$ cat config.mk
export PLATFORM = sky130hd
export DESIGN_NAME = codec_slot_fifo
export DESIGN_NICKNAME = d
export VERILOG_FILES = /design/src/rtl/codec_fifo_pkg.sv /design/src/rtl/codec_fifo_store.sv /design/src/rtl/codec_slot_gate.sv /design/src/rtl/codec_fifo_events.sv /design/src/rtl/codec_slot_fifo.sv
export SDC_FILE = /design/constraint.sdc
export NUM_CORES = 1
export LEC_CHECK = 0
export ABC_AREA = 1
export CAP_MARGIN = 10
export CORE_ASPECT_RATIO = 0.8
export CORE_MARGIN = 1.5
export CORE_UTILIZATION = 30
export DETAILED_ROUTE_END_ITERATION = 6
export HOLD_SLACK_MARGIN = 0.1
export PLACE_DENSITY_LB_ADDON = 0.25
export SLEW_MARGIN = 20
export SYNTH_ARGS = -nofsm -noshare
export SYNTH_HDL_FRONTEND = slang
export SYNTH_SLANG_ARGS = --single-unit
export TNS_END_PERCENT = 10
$ cat constraint.sdc
create_clock -name clk -period 3.1 [get_ports clk]
set_input_delay 0.465 -clock clk [delete_from_list [all_inputs] [get_ports clk]]
set_output_delay 0.465 -clock clk [all_outputs]
set_load 0.02 [all_outputs]
$ cat src/rtl/codec_fifo_pkg.sv
package codec_fifo_pkg;

  localparam int unsigned CF_SLOT_W = 4;
  localparam int unsigned CF_THR_W  = 4;
  localparam int unsigned CF_CTL_W  = 12;
  localparam logic [1:0]  CF_CONN_CODEC = 2'b10;

  // Control register layout, MSB first
  typedef struct packed {
    logic [CF_THR_W-1:0]  thr;
    logic [CF_SLOT_W-1:0] slot;
    logic                 stereo;
    logic                 dma_sel;
    logic [1:0]           conn;
  } cf_ctl_t;

  // True when a strobe with index idx belongs to the queue set up by c
  function automatic logic slot_selected(cf_ctl_t c, logic [CF_SLOT_W-1:0] idx);
    logic [CF_SLOT_W:0] nxt;
    nxt = {1'b0, c.slot} + (CF_SLOT_W+1)'(1);
    return (c.conn == CF_CONN_CODEC) &&
           ((idx == c.slot) ||
            (c.stereo && !nxt[CF_SLOT_W] && (idx == nxt[CF_SLOT_W-1:0])));
  endfunction

  // Threshold test: zero threshold disarms
  function automatic logic level_reached(int unsigned amount, int unsigned thr);
    return (thr != 0) && (amount >= thr);
  endfunction

endpackage

$ cat src/rtl/codec_fifo_store.sv
module codec_fifo_store #(
  parameter int unsigned DATA_W = 16,
  parameter int unsigned DEPTH  = 8,
  localparam int unsigned AW    = (DEPTH > 1) ? $clog2(DEPTH) : 1,
  localparam int unsigned CNT_W = $clog2(DEPTH + 1)
) (
  input  logic              clk,
  input  logic              rst_n,
  input  logic              push_req,
  input  logic [DATA_W-1:0] push_data,
  input  logic              pop_req,
  output logic [DATA_W-1:0] head,
  output logic [CNT_W-1:0]  level,
  output logic              full,
  output logic              empty,
  output logic              push_done,
  output logic              pop_done
);

  logic [DATA_W-1:0] mem [DEPTH];
  logic [AW-1:0]     wr_ptr, rd_ptr;

  function automatic logic [AW-1:0] ptr_inc(logic [AW-1:0] p);
    return (p == AW'(DEPTH - 1)) ? '0 : p + AW'(1);
  endfunction

  assign full      = (level == CNT_W'(DEPTH));
  assign empty     = (level == '0);
  assign push_done = push_req && !full;
  assign pop_done  = pop_req && !empty;
  assign head      = mem[rd_ptr];

  always_ff @(posedge clk) begin
    if (push_done) mem[wr_ptr] <= push_data;
  end

  always_ff @(posedge clk or negedge rst_n) begin
    if (!rst_n) begin
      wr_ptr <= '0;
      rd_ptr <= '0;
      level  <= '0;
    end else begin
      if (push_done) wr_ptr <= ptr_inc(wr_ptr);
      if (pop_done)  rd_ptr <= ptr_inc(rd_ptr);
      case ({push_done, pop_done})
        2'b10:   level <= level + CNT_W'(1);
        2'b01:   level <= level - CNT_W'(1);
        default: level <= level;
      endcase
    end
  end

endmodule

$ cat src/rtl/codec_slot_gate.sv
module codec_slot_gate
  import codec_fifo_pkg::*;
(
  input  cf_ctl_t              ctl,
  input  logic                 strobe,
  input  logic [CF_SLOT_W-1:0] idx,
  output logic                 hit
);
  assign hit = strobe && slot_selected(ctl, idx);
endmodule

$ cat src/rtl/codec_fifo_events.sv
module codec_fifo_events
  import codec_fifo_pkg::*;
#(
  parameter int unsigned CNT_W = 4
) (
  input  cf_ctl_t          ctl,
  input  logic [CNT_W-1:0] amount,
  output logic             irq,
  output logic             dma_req
);
  logic met;
  assign met     = level_reached(32'(amount), 32'(ctl.thr));
  assign irq     = met && !ctl.dma_sel;
  assign dma_req = met &&  ctl.dma_sel;
endmodule

$ cat src/rtl/codec_slot_fifo.sv
module codec_slot_fifo
  import codec_fifo_pkg::*;
#(
  parameter int unsigned DATA_W = 16,
  parameter int unsigned DEPTH  = 8,
  localparam int unsigned CNT_W = $clog2(DEPTH + 1)
) (
  input  logic                 clk,
  input  logic                 rst_n,
  input  logic                 ctl_tx_wr,
  input  logic                 ctl_rx_wr,
  input  logic [CF_CTL_W-1:0]  ctl_wdata,
  input  logic                 stat_clr_wr,
  input  logic [1:0]           stat_clr_bits,
  input  logic                 tx_push,
  input  logic [DATA_W-1:0]    tx_wdata,
  output logic [CNT_W-1:0]     tx_level,
  input  logic                 rx_pop,
  output logic [DATA_W-1:0]    rx_rdata,
  output logic [CNT_W-1:0]     rx_level,
  input  logic                 slot_req,
  input  logic [CF_SLOT_W-1:0] slot_req_idx,
  output logic [DATA_W-1:0]    slot_tx_data,
  input  logic                 slot_rx_vld,
  input  logic [CF_SLOT_W-1:0] slot_rx_idx,
  input  logic [DATA_W-1:0]    slot_rx_data,
  output logic                 tx_underflow,
  output logic                 rx_overflow,
  output logic                 tx_irq,
  output logic                 tx_dma_req,
  output logic                 rx_irq,
  output logic                 rx_dma_req
);

  cf_ctl_t tx_ctl, rx_ctl;

  // Named internal events, visible to the bound checker
  logic tx_hit, rx_hit;
  logic tx_empty, tx_full, rx_empty, rx_full;
  logic tx_push_done, tx_pop_done, rx_push_done, rx_pop_done;
  logic underflow_evt, overflow_evt;
  logic [DATA_W-1:0] tx_head, rx_head;
  logic [CNT_W-1:0]  tx_free;

  always_ff @(posedge clk or negedge rst_n) begin
    if (!rst_n) begin
      tx_ctl <= '0;
      rx_ctl <= '0;
    end else begin
      if (ctl_tx_wr) tx_ctl <= cf_ctl_t'(ctl_wdata);
      if (ctl_rx_wr) rx_ctl <= cf_ctl_t'(ctl_wdata);
    end
  end

  codec_slot_gate tx_gate_i (
    .ctl(tx_ctl), .strobe(slot_req), .idx(slot_req_idx), .hit(tx_hit)
  );
  codec_slot_gate rx_gate_i (
    .ctl(rx_ctl), .strobe(slot_rx_vld), .idx(slot_rx_idx), .hit(rx_hit)
  );

  codec_fifo_store #(.DATA_W(DATA_W), .DEPTH(DEPTH)) tx_store_i (
    .clk(clk), .rst_n(rst_n),
    .push_req(tx_push), .push_data(tx_wdata), .pop_req(tx_hit),
    .head(tx_head), .level(tx_level), .full(tx_full), .empty(tx_empty),
    .push_done(tx_push_done), .pop_done(tx_pop_done)
  );

  codec_fifo_store #(.DATA_W(DATA_W), .DEPTH(DEPTH)) rx_store_i (
    .clk(clk), .rst_n(rst_n),
    .push_req(rx_hit), .push_data(slot_rx_data), .pop_req(rx_pop),
    .head(rx_head), .level(rx_level), .full(rx_full), .empty(rx_empty),
    .push_done(rx_push_done), .pop_done(rx_pop_done)
  );

  assign underflow_evt = tx_hit && tx_empty;
  assign overflow_evt  = rx_hit && rx_full;
  assign slot_tx_data  = tx_pop_done ? tx_head : '0;
  assign rx_rdata      = rx_empty ? '0 : rx_head;
  assign tx_free       = CNT_W'(DEPTH) - tx_level;

  always_ff @(posedge clk or negedge rst_n) begin
    if (!rst_n) begin
      tx_underflow <= 1'b0;
      rx_overflow  <= 1'b0;
    end else begin
      tx_underflow <= underflow_evt ||
                      (tx_underflow && !(stat_clr_wr && stat_clr_bits[0]));
      rx_overflow  <= overflow_evt ||
                      (rx_overflow && !(stat_clr_wr && stat_clr_bits[1]));
    end
  end

  codec_fifo_events #(.CNT_W(CNT_W)) tx_evt_i (
    .ctl(tx_ctl), .amount(tx_free), .irq(tx_irq), .dma_req(tx_dma_req)
  );
  codec_fifo_events #(.CNT_W(CNT_W)) rx_evt_i (
    .ctl(rx_ctl), .amount(rx_level), .irq(rx_irq), .dma_req(rx_dma_req)
  );

endmodule

**After elaboration in Yosys (flattened, before gate mapping)**

Memories as Yosys holds them, arrays and structs flattened.
Cells that the tools add are included.

- Flip-flop bits (word level): 46
- Bits in writable memories: 256
- Input port bits: 63
- Output and inout bits: 46
- Word-level logic and storage cells: 105
- Memories kept: 2

Memories:

| memory | depth | bits a word | rd ports | clocked after memory_dff | wr ports | line | RTL |
|---|---|---|---|---|---|---|---|
| rx_store_i.mem | 8 | 16 | 1 | 0 | 1 | codec_fifo_store.sv:20 | `logic [DATA_W-1:0] mem [DEPTH];` |
| tx_store_i.mem | 8 | 16 | 1 | 0 | 1 | codec_fifo_store.sv:20 |  |

- Add/subtract/negate cells: 11
- Order comparisons: 2
- Equality and inequality tests: 16
- Multiplexer cells: 12
- Reductions and logical operators: 44

Operator list:

| kind | number |
|---|---|
| $mux W16 | 2 |
| $logic_and A1 B1 Y1 | 24 |
| $eq A4 B4 Y1 | 4 |
| $pmux W4 S2 | 2 |
| $add A3 B1 Y3 const B | 4 |
| $eq A3 B3 Y1 const B | 4 |
| $mux W3 | 4 |
| $add A4 B1 Y5 const B | 2 |
| $logic_not A1 Y1 | 10 |
| $add A4 B1 Y4 const B | 2 |
| $eq A2 B2 Y1 const B | 4 |
| $eq A4 B4 Y1 const B | 2 |
| $ge A4 B4 Y1 | 2 |
| $logic_not A4 Y1 | 2 |
| $reduce_bool A4 Y1 | 2 |
| $sub A4 B1 Y4 const B | 2 |
| $eq A2 B1 Y1 const B | 2 |
| $logic_or A1 B1 Y1 | 4 |
| $mux W1 | 4 |
| $reduce_bool A2 Y1 | 2 |
| $sub A4 B4 Y4 const A | 1 |

**Longest topological paths before layout**

- Word-level depth: 10
- Depth in mapped cells: 19

**Cells and area by module**

Synthesis repeated with hierarchy kept, for this count alone.

- Cells, all modules: 1597
- Area total of the unflattened synthesis: 14251.2 um^2

By module, submodules not included:

| module | times used | cells an instance | area an instance (um^2) |
|---|---|---|---|
| codec_fifo_store at rx_store_i | 1 | 643 | 6137.1 |
| codec_fifo_store at tx_store_i | 1 | 642 | 6132.1 |
| codec_slot_fifo | 1 | 188 | 1366.3 |
| codec_slot_gate | 2 | 38 | 176.4 |
| codec_fifo_events | 2 | 24 | 131.4 |

**Worst setup path before layout**

No wires, ideal clock.

- Path kind: reg2reg
- From: register tx_store_i.level[0]
- To: memory tx_store_i.mem[1][0], enable pin
- Setup time: 0.388 ns
- Arrival: 2.006 ns
- Setup slack: 0.705 ns
- Stages on the path, launching flop included: 8
- Path buffers: 0
- Path through: dfrtp_1 inv_1 ha_1 nand2_1 o21ai_0 nor2_1 inv_1 nor2_1

- Longest elaborated chain between the ends: 5

RTL lines:

| what | line | RTL |
|---|---|---|
| start: declaration | codec_fifo_store.sv:13 | `output logic [CNT_W-1:0] level,` |
| start signal: assignment | codec_fifo_store.sv:46 | `2'b10: level <= level + CNT_W'(1);` |
| start signal: assignment | codec_fifo_store.sv:47 | `2'b01: level <= level - CNT_W'(1);` |
| start signal: assignment | codec_fifo_store.sv:48 | `default: level <= level;` |
| $eq A4 B4 Y1 | codec_fifo_store.sv:27 | `assign full = (level == CNT_W'(DEPTH));` |
| $logic_not A1 Y1 | codec_fifo_store.sv:29 | `assign push_done = push_req && !full;` |
| $logic_and A1 B1 Y1 | codec_fifo_store.sv:29 |  |
| $mux W1 | codec_fifo_store.sv:34 | `if (push_done) mem[wr_ptr] <= push_data;` |
| $mux W1 (implied by the code) | codec_fifo_store.sv:34 |  |
| end: declaration | codec_fifo_store.sv:20 |  |

Every way passes these cells.

**Worst setup path in the final report**

- From: register rx_store_i.level[1]
- To: output rx_rdata[6]

- Longest elaborated chain between the ends: 2

RTL lines:

| what | line | RTL |
|---|---|---|
| start: declaration | codec_fifo_store.sv:13 |  |
| start signal: assignment | codec_fifo_store.sv:46 |  |
| start signal: assignment | codec_fifo_store.sv:47 |  |
| start signal: assignment | codec_fifo_store.sv:48 |  |
| $logic_not A4 Y1 | codec_fifo_store.sv:28 | `assign empty = (level == '0);` |
| $mux W16 | codec_slot_fifo.sv:79 | `assign rx_rdata = rx_empty ? '0 : rx_head;` |
| end: declaration | codec_slot_fifo.sv:19 | `output logic [DATA_W-1:0] rx_rdata,` |

Every way passes these cells.

==> results.toml <==
[run_status]
status = "finished clean"

[drt]
highest_layer = "met5"
drc = 0
wl_met3_mm = 1.35
viasPerCell = 4.58
vias = 8694
drtIter0Drc = 417
ant_nets = 0
wl_met2_mm = 13.7
first_pass_iters = 6
met1_length_mm = 14.4
totalWireLength_mm = 30.3
wl_per_cell_um = 15.9

[synth]
synth_edf_count = 256
yosys-top-cells-area = "edfxtp_1, dfrtp_1, nand2_1, nor2_1, o21ai_0"
synthCells = 1178
synthesis.nets = 1266
synth_commonest_cells = "edfxtp_1, nand2_1, nor2_1, inv_1, o21ai_0"
syn_avg_cell_area_um2 = 11.2
synth-seq-area-share_pct = 67.2
yosysMostFrequentCell = "edfxtp_1"
synthDistinctLibCells = 35
syn_area_mm2 = 0.0131
synth_ff_type = "edfxtp_1"
async_flop_share_pct = 15.2
synth_top_cell_area_share_pct = 58.5
synth_top_area_cell = "edfxtp_1"
yosys_warnings = 0
ys_seq_elements = 302

[place]
dpl.hpwl_mm = 18.6
place_congestion = 0.761
io_buffers = 108

[power]
power_density_mw_per_mm2 = 850
p_leak_nw = 6.33
irDropWorstVdd_mv = 0.388

[timing]
fmax_ghz = 0.338
max-slew-margin-rel_pct = 45.9
final-hold-violation-count = 0
fin_skew_ps = 20.6
fin_crit_sh_pct = 95.4
rsz0062_at_grt = "yes"
min_period_ps = 2960
hold_slack_ps = 419
setup-violations-final = 0
slew_violations = 0
worst_pin_slew_ps = 810

[critical_path]
critical_path_arrival_ps = 2490
worstSetupStartpointType = "flip-flop"
end_kind = "output pin"
worstSetupPathType = "flip-flop to output pin"
reg2regPathDepth = 15
r2r_slack_ps = 510
cp_max_fo = 9
r2r_start = "tx_store_i.level[0]"
critical_path_required_ps = 2630
r2r-end = "tx_store_i.level[2]"

[clock_tree]
h-tree-depth = 2
clock_latency_ps = 540
numCtsBuffers = 36
clock-sinks = 302
cts_tree = "done"
clk_pin_slew_ps = 60
cts_buffer_depth = 3
root_buffer = "clkbuf_16"

[grt]
antenna_found_initial = 1
grt_pass1_vias = 8469
grtUsageTotal_pct = 13.7
grt-ovfl-total = 0
grt_max_degree = 55
grt_pass1_wl_mm = 47.3

[floorplanning]
die_y_um = 190
ioPinCount = 109
die_x_um = 237
core_mm2 = 0.0432
die_area_mm2 = 0.0451
rows = 68
start_util_pct = 30.4

[run]
maxCapViolCount = 0

[cells_and_area]
final_util_pct = 37.4
nNetsFinal = 1401
insertedDiodeCount = 0
drive_gt1_share_pct = 9.55
area_growth_pct = 22.9

[min_path]
min_path_type = "input pin to asynchronous set/reset pin"
per-stage QoR:
stage / setup slack, ps / total power [mW] / instances / cell area (µm²) / setup TNS, ps
CTS: 2.20 / 13.9 / 1899 / 16100 / 0
floorplan: 705 / 8.19 / 1178 / 13100 / 0
global placement: 119 / 9.92 / 1833 / 15000 / 0
detailed placement: 125 / 9.97 / 1833 / 15000 / 0
global route: -9.50 / 14.6 / 1900 / 16200 / -14.8
finish: 143 / 13.7 / 1900 / 16200 / 0
cell families after synthesis:
family	Yosys count	synth area share [%]
AO/OA/AOI/OAI	230	9.63
AND/OR/NAND/NOR	413	12.6
adder cells (fa/ha/maj)	25	2.38
XOR/XNOR	11	0.733
buffers and inverters	173	5.51
multiplexers	24	1.90
flip-flops	302	67.2
cells in the final DEF (no fill, tap or decap), types with 17 or more instances in the layout:
cell,netlist,routed
a21oi_1,37,37
buf_4,8,31
clkbuf_16,0,36
clkdlybuf4s50_1,0,84
dfrtp_1,46,40
edfxtp_1,256,256
ha_1,25,25
inv_1,116,115
nand2_1,185,185
nand3_1,17,17
nor2_1,184,182
o211ai_1,32,32
o21ai_0,107,107
o21ai_1,32,32
o22ai_1,18,18
layout make-up:
type	count	area (µm²)
tap	560	701
clock inverter	27	173
sequential	302	8850
clock buffer	38	908
multi-input combinational	703	3590
fill	4196	27100
inverter	120	450
timing repair buffer	150	1480
metal layers:
metal / global-route usage (%) / up-vias
met5: 0 / -
met4: 5.52 / 2
met3: 2.82 / 55
met2: 21.3 / 163
met1: 18.6 / 4145
li1: - / 4329
timing repair:
action / in CTS / in global routing
hold buffers: 1 / 0
endpoints found under the setup margin: 34 / 15
gates resized for setup: 26 / 12
buffers inserted: 0 / 1
hold endpoints to repair: 19 / 0
cloned: 0 / 0
critical path, cell delays in order, from the launching register on:
cell and delay (ps):
dfrtp_2 450, inv_1 110, nand2_1 90, nor3_4 220
inv_2 180, buf_12 180, o21ai_0 100, nor2_1 100
clkdlybuf4s50_1 540
where the power goes:
part	internal (mW)	total [mW]	leakage [nW]	switching, mW
Combinational	1.84	4.69	2.92	2.85
Sequential	4.83	5.16	2.87	0.328
Clock	2.16	3.88	0.541	1.72
sequential cells by signal, indices dropped and copies added, names as in the netlist:
register / cells
rx_ctl: 12
rx_overflow: 1
rx_store_i.level: 4
rx_store_i.mem: 128
rx_store_i.rd_ptr: 3
rx_store_i.wr_ptr: 3
tx_ctl: 12
tx_store_i.level: 4
tx_store_i.mem: 128
tx_store_i.rd_ptr: 3
tx_store_i.wr_ptr: 3
tx_underflow: 1
how the worst max path moves through the flow:
stage                                    start                   end  slack, ps  depth (start not counted)
final                      rx_store_i.level[1]           rx_rdata[6]        140                          8
after global routing      rx_store_i.rd_ptr[0]           rx_rdata[9]         -9                          7
after CTS                 rx_store_i.rd_ptr[1]           rx_rdata[7]          2                          6
after detailed placement       slot_req_idx[2]       slot_tx_data[9]        130                         11
after global placement         slot_req_idx[2]       slot_tx_data[9]        120                         11
after floorplan            tx_store_i.level[0]  tx_store_i.mem[1][0]        710                          7
Note: power is estimated with default switching activity, not from simulation.
